File: src/rtl/scan_pkg.sv
package scan_pkg;
   typedef enum logic {ST_IDLE, ST_BUSY} scan_st_e;
endpackage

File: src/rtl/scan_limit.sv
module scan_limit #(
   parameter int NSLOT = 8,
   parameter int CNT_W = $clog2(NSLOT + 1)
) (
   input  logic [NSLOT-1:0] dis_mask,
   input  logic             par_mode,
   output logic [CNT_W-1:0] count
);
   localparam int HALF = NSLOT / 2;

   logic [CNT_W-1:0] seq_n;
   logic [CNT_W-1:0] par_n;

   // lowest disabled slot ends the single-converter list
   always_comb begin
      seq_n = CNT_W'(NSLOT);
      for (int k = NSLOT - 1; k >= 0; k--) begin
         if (dis_mask[k]) seq_n = CNT_W'(k);
      end
   end

   // lowest pair with either half disabled ends the paired list
   always_comb begin
      par_n = CNT_W'(HALF);
      for (int j = HALF - 1; j >= 0; j--) begin
         if (dis_mask[j] | dis_mask[j + HALF]) par_n = CNT_W'(j);
      end
   end

   assign count = par_mode ? par_n : seq_n;
endmodule

File: src/rtl/chan_encode.sv
module chan_encode #(
   parameter int SEL_W = 3
) (
   input  logic [SEL_W-1:0] sel,
   input  logic             diff,
   output logic [SEL_W-1:0] chan
);
   // differential pairs start on the even input
   assign chan = diff ? {sel[SEL_W-1:1], 1'b0} : sel;
endmodule

File: src/rtl/scan_ctrl.sv
module scan_ctrl
   import scan_pkg::*;
#(
   parameter int NSLOT = 8,
   parameter int SEL_W = 3,
   parameter int TAG_W = $clog2(NSLOT),
   parameter int CNT_W = $clog2(NSLOT + 1)
) (
   input  logic                   clk,
   input  logic                   rst_n,
   input  logic                   start,
   input  logic                   par_mode,
   input  logic                   diff_mode,
   input  logic [NSLOT*SEL_W-1:0] sel_flat,
   input  logic [CNT_W-1:0]       count,
   input  logic                   done_a,
   input  logic                   done_b,
   output logic                   req_a,
   output logic                   req_b,
   output logic [TAG_W-1:0]       tag_a,
   output logic [TAG_W-1:0]       tag_b,
   output logic [SEL_W-1:0]       sel_a,
   output logic [SEL_W-1:0]       sel_b,
   output logic                   diff_q,
   output logic                   scan_done
);
   localparam int HALF = NSLOT / 2;

   scan_st_e               st;
   logic [CNT_W-1:0]       step;
   logic [CNT_W-1:0]       total;
   logic [CNT_W-1:0]       step_nx;
   logic [NSLOT*SEL_W-1:0] sel_q;
   logic                   par_q;
   logic                   got_a, got_b;
   logic                   ok_a, ok_b, last;

   assign step_nx = step + 1'b1;
   assign last    = (step_nx == total);
   assign ok_a    = got_a | done_a;
   assign ok_b    = ~par_q | got_b | done_b;

   assign tag_a = step[TAG_W-1:0];
   assign tag_b = tag_a + TAG_W'(HALF);
   assign sel_a = sel_q[tag_a*SEL_W +: SEL_W];
   assign sel_b = sel_q[tag_b*SEL_W +: SEL_W];

   always_ff @(posedge clk) begin
      if (!rst_n) begin
         st        <= ST_IDLE;
         step      <= '0;
         total     <= '0;
         sel_q     <= '0;
         par_q     <= 1'b0;
         diff_q    <= 1'b0;
         got_a     <= 1'b0;
         got_b     <= 1'b0;
         req_a     <= 1'b0;
         req_b     <= 1'b0;
         scan_done <= 1'b0;
      end else begin
         req_a     <= 1'b0;
         req_b     <= 1'b0;
         scan_done <= 1'b0;
         unique case (st)
            ST_IDLE: begin
               if (start) begin
                  sel_q  <= sel_flat;
                  par_q  <= par_mode;
                  diff_q <= diff_mode;
                  total  <= count;
                  step   <= '0;
                  got_a  <= 1'b0;
                  got_b  <= 1'b0;
                  if (count == '0) begin
                     scan_done <= 1'b1;
                  end else begin
                     st    <= ST_BUSY;
                     req_a <= 1'b1;
                     req_b <= par_mode;
                  end
               end
            end
            ST_BUSY: begin
               if (ok_a && ok_b) begin
                  got_a <= 1'b0;
                  got_b <= 1'b0;
                  if (last) begin
                     st        <= ST_IDLE;
                     scan_done <= 1'b1;
                  end else begin
                     step  <= step_nx;
                     req_a <= 1'b1;
                     req_b <= par_q;
                  end
               end else begin
                  got_a <= ok_a;
                  got_b <= got_b | done_b;
               end
            end
            default: st <= ST_IDLE;
         endcase
      end
   end


   req_busy_chk: assert property (@(posedge clk) disable iff (!rst_n)
      req_a |-> (st == ST_BUSY));


   tag_range_chk: assert property (@(posedge clk) disable iff (!rst_n)
      req_a |-> (step < total));


   pair_lock_chk: assert property (@(posedge clk) disable iff (!rst_n)
      req_b |-> (req_a && par_q));


   pair_tag_chk: assert property (@(posedge clk) disable iff (!rst_n)
      req_b |-> (tag_a < TAG_W'(HALF) && tag_b == tag_a + TAG_W'(HALF)));


   wait_done_chk: assert property (@(posedge clk) disable iff (!rst_n)
      (st == ST_BUSY && !got_a && !done_a) |=> (!req_a && !scan_done));


   req_done_excl_chk: assert property (@(posedge clk) disable iff (!rst_n)
      !(scan_done && (req_a || req_b)));
endmodule

File: src/rtl/scan_sequencer.sv
module scan_sequencer #(
   parameter int NSLOT   = 8,
   parameter int SEL_W   = 3,
   parameter int FIELD_W = 4,
   parameter int LIST_W  = (NSLOT / 2) * FIELD_W,
   parameter int TAG_W   = $clog2(NSLOT)
) (
   input  logic              clk,
   input  logic              rst_n,
   input  logic [LIST_W-1:0] list_lo,
   input  logic [LIST_W-1:0] list_hi,
   input  logic [NSLOT-1:0]  dis_mask,
   input  logic              par_mode,
   input  logic              diff_mode,
   input  logic              start,
   input  logic              done_a,
   input  logic              done_b,
   output logic              req_a,
   output logic [SEL_W-1:0]  chan_a,
   output logic              diff_a,
   output logic [TAG_W-1:0]  tag_a,
   output logic              req_b,
   output logic [SEL_W-1:0]  chan_b,
   output logic              diff_b,
   output logic [TAG_W-1:0]  tag_b,
   output logic              scan_done
);
   localparam int HALF  = NSLOT / 2;
   localparam int CNT_W = $clog2(NSLOT + 1);
   localparam int NCONV = 2;

   generate
      if (NSLOT < 2 || (NSLOT % 2) != 0) begin : g_bad_nslot
         $error("NSLOT must be even and at least 2");
      end
      if (FIELD_W < SEL_W) begin : g_bad_field
         $error("FIELD_W must hold SEL_W bits");
      end
      if (LIST_W != HALF * FIELD_W) begin : g_bad_list
         $error("LIST_W must equal HALF*FIELD_W");
      end
   endgenerate

   logic [NSLOT*SEL_W-1:0] sel_flat;
   logic                   unused_rsv;
   assign unused_rsv = ^{list_lo, list_hi};

   genvar k;
   generate
      for (k = 0; k < HALF; k++) begin : g_unpack
         assign sel_flat[k*SEL_W +: SEL_W]          = list_lo[k*FIELD_W +: SEL_W];
         assign sel_flat[(k+HALF)*SEL_W +: SEL_W]   = list_hi[k*FIELD_W +: SEL_W];
      end
   endgenerate

   logic [CNT_W-1:0] count;

   scan_limit #(.NSLOT(NSLOT), .CNT_W(CNT_W)) u_limit (
      .dis_mask (dis_mask),
      .par_mode (par_mode),
      .count    (count)
   );

   logic [SEL_W-1:0] sel_a, sel_b;
   logic             diff_q;

   scan_ctrl #(.NSLOT(NSLOT), .SEL_W(SEL_W), .TAG_W(TAG_W), .CNT_W(CNT_W)) u_ctrl (
      .clk       (clk),
      .rst_n     (rst_n),
      .start     (start),
      .par_mode  (par_mode),
      .diff_mode (diff_mode),
      .sel_flat  (sel_flat),
      .count     (count),
      .done_a    (done_a),
      .done_b    (done_b),
      .req_a     (req_a),
      .req_b     (req_b),
      .tag_a     (tag_a),
      .tag_b     (tag_b),
      .sel_a     (sel_a),
      .sel_b     (sel_b),
      .diff_q    (diff_q),
      .scan_done (scan_done)
   );

   logic [SEL_W-1:0] sel_v  [NCONV];
   logic [SEL_W-1:0] chan_v [NCONV];
   assign sel_v[0] = sel_a;
   assign sel_v[1] = sel_b;

   genvar c;
   generate
      for (c = 0; c < NCONV; c++) begin : g_enc
         chan_encode #(.SEL_W(SEL_W)) u_enc (
            .sel  (sel_v[c]),
            .diff (diff_q),
            .chan (chan_v[c])
         );
      end
   endgenerate

   assign chan_a = chan_v[0];
   assign chan_b = chan_v[1];
   assign diff_a = diff_q;
   assign diff_b = diff_q;
endmodule

File: config.mk
export PLATFORM = sky130hd
export DESIGN_NAME = scan_sequencer
export DESIGN_NICKNAME = d
export VERILOG_FILES = /design/src/rtl/scan_pkg.sv /design/src/rtl/scan_limit.sv /design/src/rtl/chan_encode.sv /design/src/rtl/scan_ctrl.sv /design/src/rtl/scan_sequencer.sv
export SDC_FILE = /design/constraint.sdc
export NUM_CORES = 1
export LEC_CHECK = 0
export BUFFER_PORTS_ARGS = -buffer_cell sky130_fd_sc_hd__buf_2
export CELL_PAD_IN_SITES_DETAIL_PLACEMENT = 0
export CELL_PAD_IN_SITES_GLOBAL_PLACEMENT = 1
export CORE_MARGIN = 1.5
export CORE_UTILIZATION = 40
export DETAILED_ROUTE_END_ITERATION = 12
export HOLD_SLACK_MARGIN = 0.02
export PLACE_DENSITY = 0.84
export SLEW_MARGIN = 30
export SYNTH_ARGS = -nofsm -noshare
export SYNTH_HDL_FRONTEND = slang
export SYNTH_HIERARCHICAL = 1
export SYNTH_SLANG_ARGS = --single-unit
File: constraint.sdc
create_clock -name clk -period 2.5 [get_ports clk]
set_input_delay 0.25 -clock clk [delete_from_list [all_inputs] [get_ports clk]]
set_output_delay 0.25 -clock clk [all_outputs]
set_load 0.02 [all_outputs]
* Yosys cells after proc, flatten, opt, wreduce, memory -nomap -nowiden
Cells that the tools add are included.
** Storage, ports and cells
- Output and inout port bits :: 17
- Bits of input ports :: 47
- Flip-flop bits (word level) :: 40
** Cells by class
- Equal/unequal tests :: 4
- $mul :: 2
- $add $sub $neg :: 2
- Mux-type cells :: 41
- Reductions and logical operators :: 4
- Shift-type cells :: 2
- Bitwise gates (word level) :: 10
** Operators with widths (number)
- $mux 4 :: 12
- $shiftx 24x6->3 :: 2
- $mux 1 :: 18
- $mux 3 :: 4
- $pmux 1 s2 :: 6
- $mul 3x2->5 const B :: 2
- $or 1x1->1 :: 8
- $pmux 4 s2 :: 1
- $ne 2x2->1 const B :: 3
- $add 4x1->4 const B :: 1
- $eq 4x4->1 :: 1
- $logic_not 4->1 :: 1
- $add 3x3->3 const B :: 1
- $reduce_and 3->1 :: 1
- $not 1->1 :: 2
- $reduce_and 2->1 :: 1
- $logic_and 1x1->1 :: 1

* Longest topological paths before layout
- Word-level depth :: 13
- Gate-level depth with buffers :: 6
- Gate-level depth less buffers :: 6

* By module
The synthesis kept the hierarchy.
** Modules (own cells, without submodules)
- scan_ctrl :: cells each 229, area each 1945.6 um^2, instances 1
- scan_limit :: cells each 19, area each 128.9 um^2, instances 1
- chan_encode :: cells each 3, area each 28.8 um^2, instances 2
- scan_sequencer :: cells each 1, area each 7.5 um^2, instances 1

* Worst setup path after synthesis
OpenSTA, ideal clock, no wires.
- Kind :: reg2out
- Start :: register u_ctrl.step[0]
- End :: output port chan_a[1]
- Setup slack :: 922 ps
- Data required time :: 2250 ps
- Stages on the path, launching flop included :: 6
- Arrival time :: 1328 ps
- Cell sequence :: dfxtp_1 -> buf_4 -> mux4_2 -> nand2_1 -> nand2_1 -> buf_4
** Between the ends
- Longest elaborated chain between the ends :: 2
** Ends and longest elaborated chain
- start: declaration :: RTL line scan_ctrl.sv:30 : logic [CNT_W-1:0] step;
- start signal: assignment :: RTL line scan_ctrl.sv:92 : step <= step_nx;
- $mul 3x2->5 :: RTL line scan_ctrl.sv:45 : assign sel_a = sel_q[tag_a*SEL_W +: SEL_W];
- $shiftx 24x6->3 :: RTL line scan_ctrl.sv:45
- end: declaration :: RTL line scan_sequencer.sv:19 : output logic [SEL_W-1:0] chan_a,
No other way between the ends.

* Worst setup path in the final report
- Start :: register u_ctrl.step[0]
- End :: output port chan_b[1]
** Between the ends
- Longest elaborated chain between the ends :: 3
** Ends and longest elaborated chain
- $add 3x3->3 :: RTL line scan_ctrl.sv:44 : assign tag_b = tag_a + TAG_W'(HALF);
- $mul 3x2->5 :: RTL line scan_ctrl.sv:46 : assign sel_b = sel_q[tag_b*SEL_W +: SEL_W];
- $shiftx 24x6->3 :: RTL line scan_ctrl.sv:46
- end: declaration :: RTL line scan_sequencer.sv:23 : output logic [SEL_W-1:0] chan_b,
No other way between the ends.

==> metrics.txt <==
outcome=complete, no violations; Area after DPL=between 2000 and 2500 µm²; GPL Wtd Cong=around 0.72; gr ovfl total=0; layout cell share with drive strength beyond 1=29.4%; critical path arrival=just under 2 ns; Power, Total=between 0.001 and 0.0015 W; Final TNS setup=0 ns; DIE AREA=slightly below 6000 µm²; CP top delay family=flip-flops; Post-DP HPWL=about 3.2 mm; worst-margin pin slew=about 0.7 ns; Die Width=approximately 76 µm; Total GRT Usage=between 10% and 20%; CORE AREA=just over 5000 µm²; Final Cycle Share=around nine tenths; DRC violations left=0; Max stage delay on crit path=~0.62 ns; startpoint types=flip-flop; mux contribution to synthesized area=6.78%; Post-Synth Adder-Cell Area=0.585%; Most common cell on crit path=nand2_1; Detailed Route Iter0 Violations=between 100 and 150; Longest Clk Path Bufs=2; FF+latch count, synth=40; Post-Synthesis Net Count=between 300 and 400; max FFs per register=24; initial antenna violation count=0; CP Class=flip-flop to output pin; PD cells=approximately 540 nW/µm²; Yosys Warn Count=6; Starting Density=between 40% and 50%; Final Hold Vio Count=0; Setup Buffers After CTS=0; FILL cells=roughly 540; row count=26; Multi-input gate area=1200 µm²; RSZ-0062 raised after global routing=no; drt pass-1 iters=5; CTS tree=built; first-pass GRT wire length=7.65 mm; area delta synth->final=16.0%; Synth Instances=about 260; Post-Synth Simple-Gate Area=between 20% and 30%; Post-layout nets=roughly 340; post-DR wirelength/cell=12.3 µm; Slew Viols, Final=0; required time of the critical path=2.25 ns; vias in the first global route=1620; final instance area=roughly 2500 µm²; main combinational cell family by area after synthesis=simple AND/OR/NAND/NOR gates; Final Critical Period=about 2.2 ns; CP max-delay cell=dfxtp_1; Final ANT Viol Nets=0; Cell Chain, Critical Path=buf_4 -> mux4_2 -> nand2_1 -> nand2_1 -> buf_2; leakage=between 1 and 1.5 nW; drt total wl=between 4 and 5 mm; CTS Root Buffer Type=clkbuf_8; Async SR Flop Fraction=0%; synth unique cells=44; Clock Skews=around 0.0082 ns; commonest cells after routing, fill and taps aside=nand2_1, buf_2, dfxtp_1, a21boi_1, nor2_1; port bufs=between 50 and 60; Critical Path Sink Type=output pin; drt via density=4.98; maximum number of pins on one net before global-route repair=between 40 and 50; Die Ht=roughly 76 µm; CTS buffer count=5; Synth Cell Area=approximately 2100 µm²; slew margin rel.=around 54%; worst-path fanout max=8; post-synthesis average cell area=~8.4 µm²; Crit path buffers/inverters=2; via count=about 1800; Post-synth EDFFs=0; predominant post-synthesis flop cell=dfxtp_1; H-Tree Depth=2; R2R setup slack=0.55 ns; Reg area=between 800 and 900 µm²; CTS Sinks=40; maximum vdd ir drop=about 0.23 mV; ANT cells=0; CTS clk-pin slew, worst paths=roughly 0.080 ns; max_cap viols=0; commonest non-fill, non-tap cell in the layout=nand2_1; clock latency on the worst-skew pair=roughly 0.29 ns; Top Registers=u_ctrl/sel_q: 24 flops, u_ctrl/step: 4 flops, u_ctrl/total: 4 flops; Max Fclk=approximately 450 MHz; Tightest Hold Check Type=input port to flip-flop; Post-CTS Hold Buffers=0; Final setup viols=0; Reg with most FFs=u_ctrl/sel_q; Synth Area in Compound Gates=roughly 18%; sequential area share after synthesis=a little under two fifths; post-cts sizing count=0; Ports=64; post-synthesis xor/xnor area fraction=3.80%
where the power goes:
part           internal (W)  switching, W
clock              0.000189      0.000226
combinational      0.000103      0.000132
sequential         0.000672     0.0000230
total              0.000964      0.000381
synth_stat cells (2+ instances only):
cell type	n	share of area (%)
nand2_1	86	15
dfxtp_1	40	37
a21boi_1	34	12
clkbuf_1	13	2.3
buf_4	11	3.9
nor2_1	8	1.4
mux4_2	6	6.3
o21ai_0	5	1.2
o211ai_1	4	1.4
nand2b_1	3	0.88
nand3_1	3	0.70
nor3b_1	3	1.1
buf_2	2	0.47
nand3_2	2	0.94
nand4_1	2	0.58
nor2b_1	2	0.58
nor2b_4	2	1.3
o21ai_1	2	0.47
xor2_1	2	0.82
kinds of logic after synthesis:
family | Yosys count
buf+inv | 27
mux | 7
simple gates | 120
fa+ha+maj | 1
xor+xnor | 6
flops | 40
compound gates | 54
layout make-up:
| cell class | instances | area share (%) |
|---|---|---|
| clock inverters | 2 | 0.504 |
| flip-flops and latches | 40 | 32.3 |
| inverters | 1 | 0.151 |
| repair buffers | 60 | 12.6 |
| multi-input cells | 188 | 48.2 |
| clock buffers | 5 | 2.77 |
| well taps | 70 | 3.53 |
metal layers:
metal	vias up	GRT usage, %	share of wire (%)	routed length, µm
met2	62	24.5	43	1940
met3	2	4.55	6.5	293
met1	820	22.5	50	2250
met4	0	5.00	0.60	27
li1	937	-	-	-
met5	-	0	0	0
worst paths after layout:
path	from	endpoint	depth (start not counted)
worst max-delay path	u_ctrl/step[0]	chan_b[1]	5
worst min register to register	u_ctrl/sel_q[2]	u_ctrl/sel_q[2]	2
worst min-delay path	diff_mode	u_ctrl/diff_q	3
worst max register to register	u_ctrl/step[0]	u_ctrl/st	5
per-stage QoR:
| step | setup slack (ns) | hold slack, ns | instances | util, % |
|---|---|---|---|---|
| final | 0.293 | 0.180 | 366 | 48.3 |
| after global routing | 0.167 | 0.178 | 366 | 48.3 |
| after CTS | 0.254 | 0.174 | 366 | 48.3 |
| after detailed placement | 0.533 | 0.445 | 359 | 46.7 |
| after global placement | 0.546 | 0.438 | 359 | 46.7 |
| after floorplan | 0.922 | 0.385 | 255 | - |
worst min-delay path: cells and delay by family:
family	cells	cell delay [ns]
AO/OA/AOI/OAI	1	0.05
buffers and inverters	1	0.09
AND/OR/NAND/NOR	1	0.04
(Power assumes the default switching activity.)
